$ cat src/rtl/dwc_pkg.sv
package dwc_pkg;

    localparam int LANE_W   = 32;
    localparam int LANE_B   = LANE_W / 8;
    localparam int HALF_CNT = LANE_W / 16;

    typedef logic [LANE_W-1:0] lane_t;

    typedef enum logic [1:0] {
        WID_BYTE = 2'd0,
        WID_HALF = 2'd1,
        WID_WORD = 2'd2,
        WID_BAD  = 2'd3
    } wid_e;

    typedef struct packed {
        wid_e src_w;
        wid_e dst_w;
        logic fit_hi;
        logic src_bx;
        logic dst_bx;
        logic dst_hx;
    } beat_cfg_t;

    function automatic logic [2:0] wid_bytes(wid_e w);
        case (w)
            WID_BYTE: return 3'd1;
            WID_HALF: return 3'd2;
            default:  return 3'd4;
        endcase
    endfunction

    function automatic lane_t wid_mask(wid_e w);
        case (w)
            WID_BYTE: return lane_t'(32'h0000_00FF);
            WID_HALF: return lane_t'(32'h0000_FFFF);
            default:  return lane_t'(32'hFFFF_FFFF);
        endcase
    endfunction

    function automatic logic wid_legal(wid_e w);
        return w != WID_BAD;
    endfunction

endpackage

$ cat src/rtl/dwc_src_swap.sv
module dwc_src_swap
    import dwc_pkg::*;
(
    input  lane_t din,
    input  wid_e  src_w,
    input  logic  swap_en,
    output lane_t dout
);
    lane_t clean;

    always_comb begin
        clean = din & wid_mask(src_w);
        dout  = clean;
        if (swap_en && src_w == WID_WORD) begin
            dout[15:8]  = clean[23:16];
            dout[23:16] = clean[15:8];
        end
    end
endmodule

$ cat src/rtl/dwc_fit.sv
module dwc_fit
    import dwc_pkg::*;
(
    input  lane_t din,
    input  wid_e  src_w,
    input  wid_e  dst_w,
    input  logic  fit_hi,
    output lane_t dout
);
    logic [2:0] sb;
    logic [2:0] db;
    logic [2:0] diff;
    logic       top_bit;
    lane_t      fill;
    lane_t      shifted;

    always_comb begin
        sb      = wid_bytes(src_w);
        db      = wid_bytes(dst_w);
        diff    = 3'd0;
        fill    = '0;
        shifted = din;
        case (src_w)
            WID_BYTE: top_bit = din[7];
            WID_HALF: top_bit = din[15];
            default:  top_bit = din[31];
        endcase
        if (db > sb) begin
            fill = (fit_hi && top_bit) ? ~wid_mask(src_w) : '0;
            dout = ((din & wid_mask(src_w)) | fill) & wid_mask(dst_w);
        end else if (db < sb) begin
            diff    = sb - db;
            shifted = fit_hi ? (din >> {diff, 3'b000}) : din;
            dout    = shifted & wid_mask(dst_w);
        end else begin
            dout = din & wid_mask(dst_w);
        end
    end
endmodule

$ cat src/rtl/dwc_dst_swap.sv
module dwc_dst_swap
    import dwc_pkg::*;
(
    input  lane_t din,
    input  wid_e  dst_w,
    input  logic  bx_en,
    input  logic  hx_en,
    output lane_t dout
);
    logic  bx_on;
    logic  hx_on;
    lane_t bx_lane;

    assign bx_on = bx_en && (dst_w != WID_BYTE);
    assign hx_on = hx_en && (dst_w == WID_WORD);

    for (genvar h = 0; h < HALF_CNT; h++) begin : g_half
        assign bx_lane[16*h +: 16] = bx_on ? {din[16*h +: 8], din[16*h+8 +: 8]}
                                           : din[16*h +: 16];
    end

    assign dout = hx_on ? {bx_lane[LANE_W/2-1:0], bx_lane[LANE_W-1:LANE_W/2]} : bx_lane;
endmodule

$ cat src/rtl/dwc_stage.sv
module dwc_stage
    import dwc_pkg::*;
(
    input  logic  clk,
    input  logic  rst,
    input  logic  in_valid,
    output logic  in_ready,
    input  lane_t in_data,
    input  wid_e  in_dst_w,
    input  logic  in_bad,
    output logic  out_valid,
    input  logic  out_ready,
    output lane_t out_data,
    output wid_e  out_dst_w,
    output logic  err_pulse
);
    logic take;

    assign in_ready = !out_valid || out_ready;
    assign take     = in_valid && in_ready;

    always_ff @(posedge clk) begin
        if (rst) begin
            out_valid <= 1'b0;
            out_data  <= '0;
            out_dst_w <= WID_BYTE;
            err_pulse <= 1'b0;
        end else begin
            err_pulse <= take && in_bad;
            if (take) begin
                out_valid <= !in_bad;
                if (!in_bad) begin
                    out_data  <= in_data;
                    out_dst_w <= in_dst_w;
                end
            end else if (out_ready) begin
                out_valid <= 1'b0;
            end
        end
    end

    AST_STALL_HOLD: assert property (@(posedge clk) disable iff (rst)
        (out_valid && !out_ready) |=> (out_valid && $stable(out_data)));

    AST_GOOD_LANDS: assert property (@(posedge clk) disable iff (rst)
        (in_valid && in_ready && !in_bad) |=> (out_valid && out_data == $past(in_data)));

    AST_BAD_FLAG: assert property (@(posedge clk) disable iff (rst)
        (in_valid && in_ready && in_bad) |=> (err_pulse && !out_valid));

    AST_FLAG_CAUSE: assert property (@(posedge clk) disable iff (rst)
        err_pulse |-> $past(in_valid && in_bad));
endmodule

$ cat src/rtl/dma_width_conv.sv
module dma_width_conv
    import dwc_pkg::*;
(
    input  logic        clk,
    input  logic        rst,
    input  logic        in_valid,
    output logic        in_ready,
    input  logic [31:0] in_data,
    input  logic [1:0]  src_width,
    input  logic [1:0]  dst_width,
    input  logic        fit_mode,
    input  logic        src_swap_b,
    input  logic        dst_swap_b,
    input  logic        dst_swap_h,
    output logic        out_valid,
    input  logic        out_ready,
    output logic [31:0] out_data,
    output logic        err_pulse
);
    beat_cfg_t cfg;
    logic      bad;
    lane_t     src_lane;
    lane_t     fit_lane;
    lane_t     dst_lane;
    lane_t     q_data;
    wid_e      q_dst_w;

    assign cfg.src_w  = wid_e'(src_width);
    assign cfg.dst_w  = wid_e'(dst_width);
    assign cfg.fit_hi = fit_mode;
    assign cfg.src_bx = src_swap_b;
    assign cfg.dst_bx = dst_swap_b;
    assign cfg.dst_hx = dst_swap_h;
    assign bad        = !wid_legal(cfg.src_w) || !wid_legal(cfg.dst_w);

    dwc_src_swap u_src (
        .din     (in_data),
        .src_w   (cfg.src_w),
        .swap_en (cfg.src_bx),
        .dout    (src_lane)
    );

    dwc_fit u_fit (
        .din    (src_lane),
        .src_w  (cfg.src_w),
        .dst_w  (cfg.dst_w),
        .fit_hi (cfg.fit_hi),
        .dout   (fit_lane)
    );

    dwc_dst_swap u_dst (
        .din   (fit_lane),
        .dst_w (cfg.dst_w),
        .bx_en (cfg.dst_bx),
        .hx_en (cfg.dst_hx),
        .dout  (dst_lane)
    );

    dwc_stage u_stage (
        .clk       (clk),
        .rst       (rst),
        .in_valid  (in_valid),
        .in_ready  (in_ready),
        .in_data   (dst_lane),
        .in_dst_w  (cfg.dst_w),
        .in_bad    (bad),
        .out_valid (out_valid),
        .out_ready (out_ready),
        .out_data  (q_data),
        .out_dst_w (q_dst_w),
        .err_pulse (err_pulse)
    );

    assign out_data = q_data;

    AST_UPPER_ZERO: assert property (@(posedge clk) disable iff (rst)
        out_valid |-> ((out_data & ~wid_mask(q_dst_w)) == '0));

    AST_READY_FREE: assert property (@(posedge clk) disable iff (rst)
        !out_valid |-> in_ready);

    AST_FIT_SIGN: assert property (@(posedge clk) disable iff (rst)
        (in_valid && in_ready && fit_mode && src_width == 2'd0 && dst_width == 2'd2
         && in_data[7] && !dst_swap_b && !dst_swap_h)
        |=> (out_data[31:8] == 24'hFF_FFFF));
endmodule

$ cat config.mk
export PLATFORM = sky130hd
export DESIGN_NAME = dma_width_conv
export DESIGN_NICKNAME = d
export VERILOG_FILES = /design/src/rtl/dwc_pkg.sv /design/src/rtl/dwc_src_swap.sv /design/src/rtl/dwc_fit.sv /design/src/rtl/dwc_dst_swap.sv /design/src/rtl/dwc_stage.sv /design/src/rtl/dma_width_conv.sv
export SDC_FILE = /design/constraint.sdc
export NUM_CORES = 1
export LEC_CHECK = 0
export ABC_AREA = 1
export CAP_MARGIN = 5
export CELL_PAD_IN_SITES_DETAIL_PLACEMENT = 1
export CELL_PAD_IN_SITES_GLOBAL_PLACEMENT = 1
export CORE_UTILIZATION = 33
export DETAILED_ROUTE_END_ITERATION = 12
export PLACE_DENSITY = 0.81
export REMOVE_ABC_BUFFERS = 1
export SLEW_MARGIN = 40
export SYNTH_ARGS = -nofsm -noshare
export SYNTH_HDL_FRONTEND = slang
export SYNTH_HIERARCHICAL = 1
export SYNTH_SLANG_ARGS = --single-unit
export TNS_END_PERCENT = 100
$ cat constraint.sdc
create_clock -name clk -period 2.9 [get_ports clk]
set_clock_uncertainty 0.05 [all_clocks]
set_input_delay 0.58 -clock clk [delete_from_list [all_inputs] [get_ports clk]]
set_output_delay 0.58 -clock clk [all_outputs]
set_load 0.02 [all_outputs]
==> run_results.csv <==
group,metric,value,unit
outcome,status,"finished, violations left",
outcome,violations,"setup timing",
clock_network,ctsHoldBuffers,0,
critical_path,crit_path_top_delay_cell,"fa_2",
power,ir_drop,0.000214,V
yosys,netlist_instances,1038,
critical_path,crit_type,"input port to flop",
routing,viasPerCell,5.08,
critical_path,critPathMaxFanout,4,
placed_design,portBuffers,78,
grt,grt_pass1_wl,31900,microns
critical_path,crit_chain,"buf_8 > nor2_4 > inv_4 > ha_4 > fa_2 > buf_6 > buf_4 > nand3_1 > nor2_1 > nand2_1 > nand3_1 > nand2_1 > nor2_1 > inv_1 > nand3_2 > nand3_2 > nand2_2 > inv_1 > nand4_1 > nand2_1 > nor2_1",
die,die_x,128,microns
yosys,synth_area,0.00520,sq mm
critical_path,critPathCaptureType,"flop",
layout,nFillCells,2167,
critical_path,reg2regPathDepth,6,
sta,finalHoldViolations,0,
layout,diodes,0,
clock_network,cts_sinks,34,
sta,finalCritPeriodShare,101,%
clock_network,path_clk_slew,60,ps
clock_network,htree_num_levels,2,
sta,setup_viol,9,
sta,fmax,340,MHz
sta,rsz0062_at_grt,"true",
critical_path,r2r_setup_slack,1280,ps
grt,overflow,0,
routing,wl,20000,microns
routing,routedWlPerCell,14.8,microns
clock_network,clock_latency,280,ps
die,io_pins,79,
sta,fin_ws,-42.6,ps
die,initial_core_util,34.0,%
critical_path,required,3070,ps
critical_path,worst_path_largest_cell_delay,690,ps
layout,area_delta_synth_final,37.6,%
hold_path,hold-path-endpoint,"u_stage/out_data[11]$_SDFFE_PP0P_",
power,power_density,370,mW/mm^2
critical_path,cp_top_family,"simple AND/OR/NAND/NOR gates",
critical_path,r2r-start,"u_stage/out_valid$_SDFFE_PP0P_",
placed_design,hpwl,13900,microns
routing,routed-via-count,6890,
critical_path,critPathLaunchType,"input port",
hold_path,holdPathStages,4,
critical_path,critPathLaunch,"src_width[0]",
grt,antenna_found_initial,0,
layout,nNetsFinal,1192,
sta,slew_violations,0,
grt,grt_pass1_vias,6966,
die,core,0.0153,sq mm
clock_network,cts_buffer_depth,2,
job,max_cap_violations,0,
sta,period_needed,2940,ps
layout,drive_gt1_share,18.3,%
sta,max_slew_margin,59.3,%
die,rows,45,
routing,drtPass1Iterations,5,
sta,finalSetupTns,-153,ps
critical_path,crit_buf_inv,6,
layout,final_cell_count_no_fill,1356,
yosys,ys_warn_count,6,
hold_path,hp-start,"u_stage/out_data[11]$_SDFFE_PP0P_",
clock_network,numCtsBuffers,5,
grt,track_usage,24.0,%
die,dieArea,0.0163,sq mm
sta,holdWs,459,ps
hold_path,hold_path_class,"flop to flop",
routing,drt_iter0_drc,424,
critical_path,timing.rr.end,"u_stage/out_data[25]$_SDFFE_PP0P_",
placed_design,place_congestion,0.894,
grt,grt_max_degree,56,
routing,ant_nets,0,
clock_network,cts_tree,"yes",
clock_network,cts-root-buf,"clkbuf_16",
power,p_leak,3.96,nW
yosys,syn_avg_cell_area,5.01,sq um
die,fp.dieH,128,microns
sta,tightest_slew,609,ps
critical_path,worst_ep_arrival_time,3110,ps
placed_design,dp.cells,1334,
routing,drc,0,
-- report_power, final --
part	internal [mW]	switching (mW)
Clock	0.389	0.201
Sequential	0.509	0.0224
Combinational	0.621	0.907
Total	1.52	1.13
-- cell usage in the layout, fill, tap and decap left out, types with 4 or more instances in the layout --
cell and n:
nand2_1 340, inv_1 193, nand3_1 126, buf_4 76, clkdlybuf4s50_1 74, nor2_1 62
nand4_1 49, nand3_2 35, dfxtp_1 34, a21oi_1 27, inv_2 17, o21ai_1 16
nor2_2 13, nand2_2 11, buf_6 10, nor2_4 8, buf_12 7, clkbuf_16 6
o21ai_0 6, o21ai_2 4, inv_4 4
-- metal layers --
| metal | vias up | GRT usage, % | routed length [microns] |
|---|---|---|---|
| met2 | 148 | 45.7 | 10100 |
| met5 | - | 0 | 0 |
| li1 | 3382 | - | - |
| met1 | 3305 | 28.2 | 8650 |
| met3 | 55 | 2.30 | 638 |
| met4 | 0 | 6.71 | 592 |
-- worst max path at each step --
stage	end	cells past startpoint	slack [ps]
after floorplan	u_stage/out_data[10]$_SDFFE_PP0P_	16	-600
after global placement	u_stage/out_data[17]$_SDFFE_PP0P_	20	-690
after detailed placement	u_stage/out_data[17]$_SDFFE_PP0P_	20	-810
after CTS	u_stage/out_data[31]$_SDFFE_PP0P_	20	10
after global routing	u_stage/out_data[0]$_SDFFE_PP0P_	21	-260
final	u_stage/out_data[0]$_SDFFE_PP0P_	21	-40
-- area by class of cell --
cell class / instances / area (sq um) / share of cell area [%]
clock buffers: 8 / 166 / 2.32
well taps: 211 / 264 / 3.69
repair buffers: 173 / 1670 / 23.3
inverters: 217 / 825 / 11.5
multi-input cells: 713 / 3560 / 49.7
flip-flops and latches: 34 / 681 / 9.51
-- per-stage QoR --
stage / utilization [%] / worst slack [ps] / area (sq um) / total power, mW
6_report: 46.8 / -42.6 / 7160 / 2.65
5_1_grt: 46.8 / -257 / 7160 / 2.86
4_1_cts: 44.7 / 9.71 / 6840 / 2.56
3_5_place_dp: 42.2 / -808 / 6460 / 1.88
3_3_place_gp: 42.2 / -694 / 6460 / 1.84
2_1_floorplan: - / -600 / 4720 / 1.30
-- repair_timing --
action | 4_1_cts | 5_1_grt
hold endpoints to repair | 0 | 0
pin swaps | 18 | 50
endpoints found under the setup margin | 32 | 32
cloned | 0 | 2
gates resized for setup | 46 | 80
setup buffers | 10 | 2
-- worst min-delay path: stages, from the launching register on --
cell and delay [ps]:
dfxtp_1 310, inv_1 40, nand2_1 40, inv_1 40, nor2_1 30
-- flip-flops by register name, summed over array words and instances, names as in the netlist --
signal / count
u_stage/out_data: 32
u_stage/err_pulse: 1
u_stage/out_valid: 1
No activity file was read; power rests on OpenSTA's default activity.
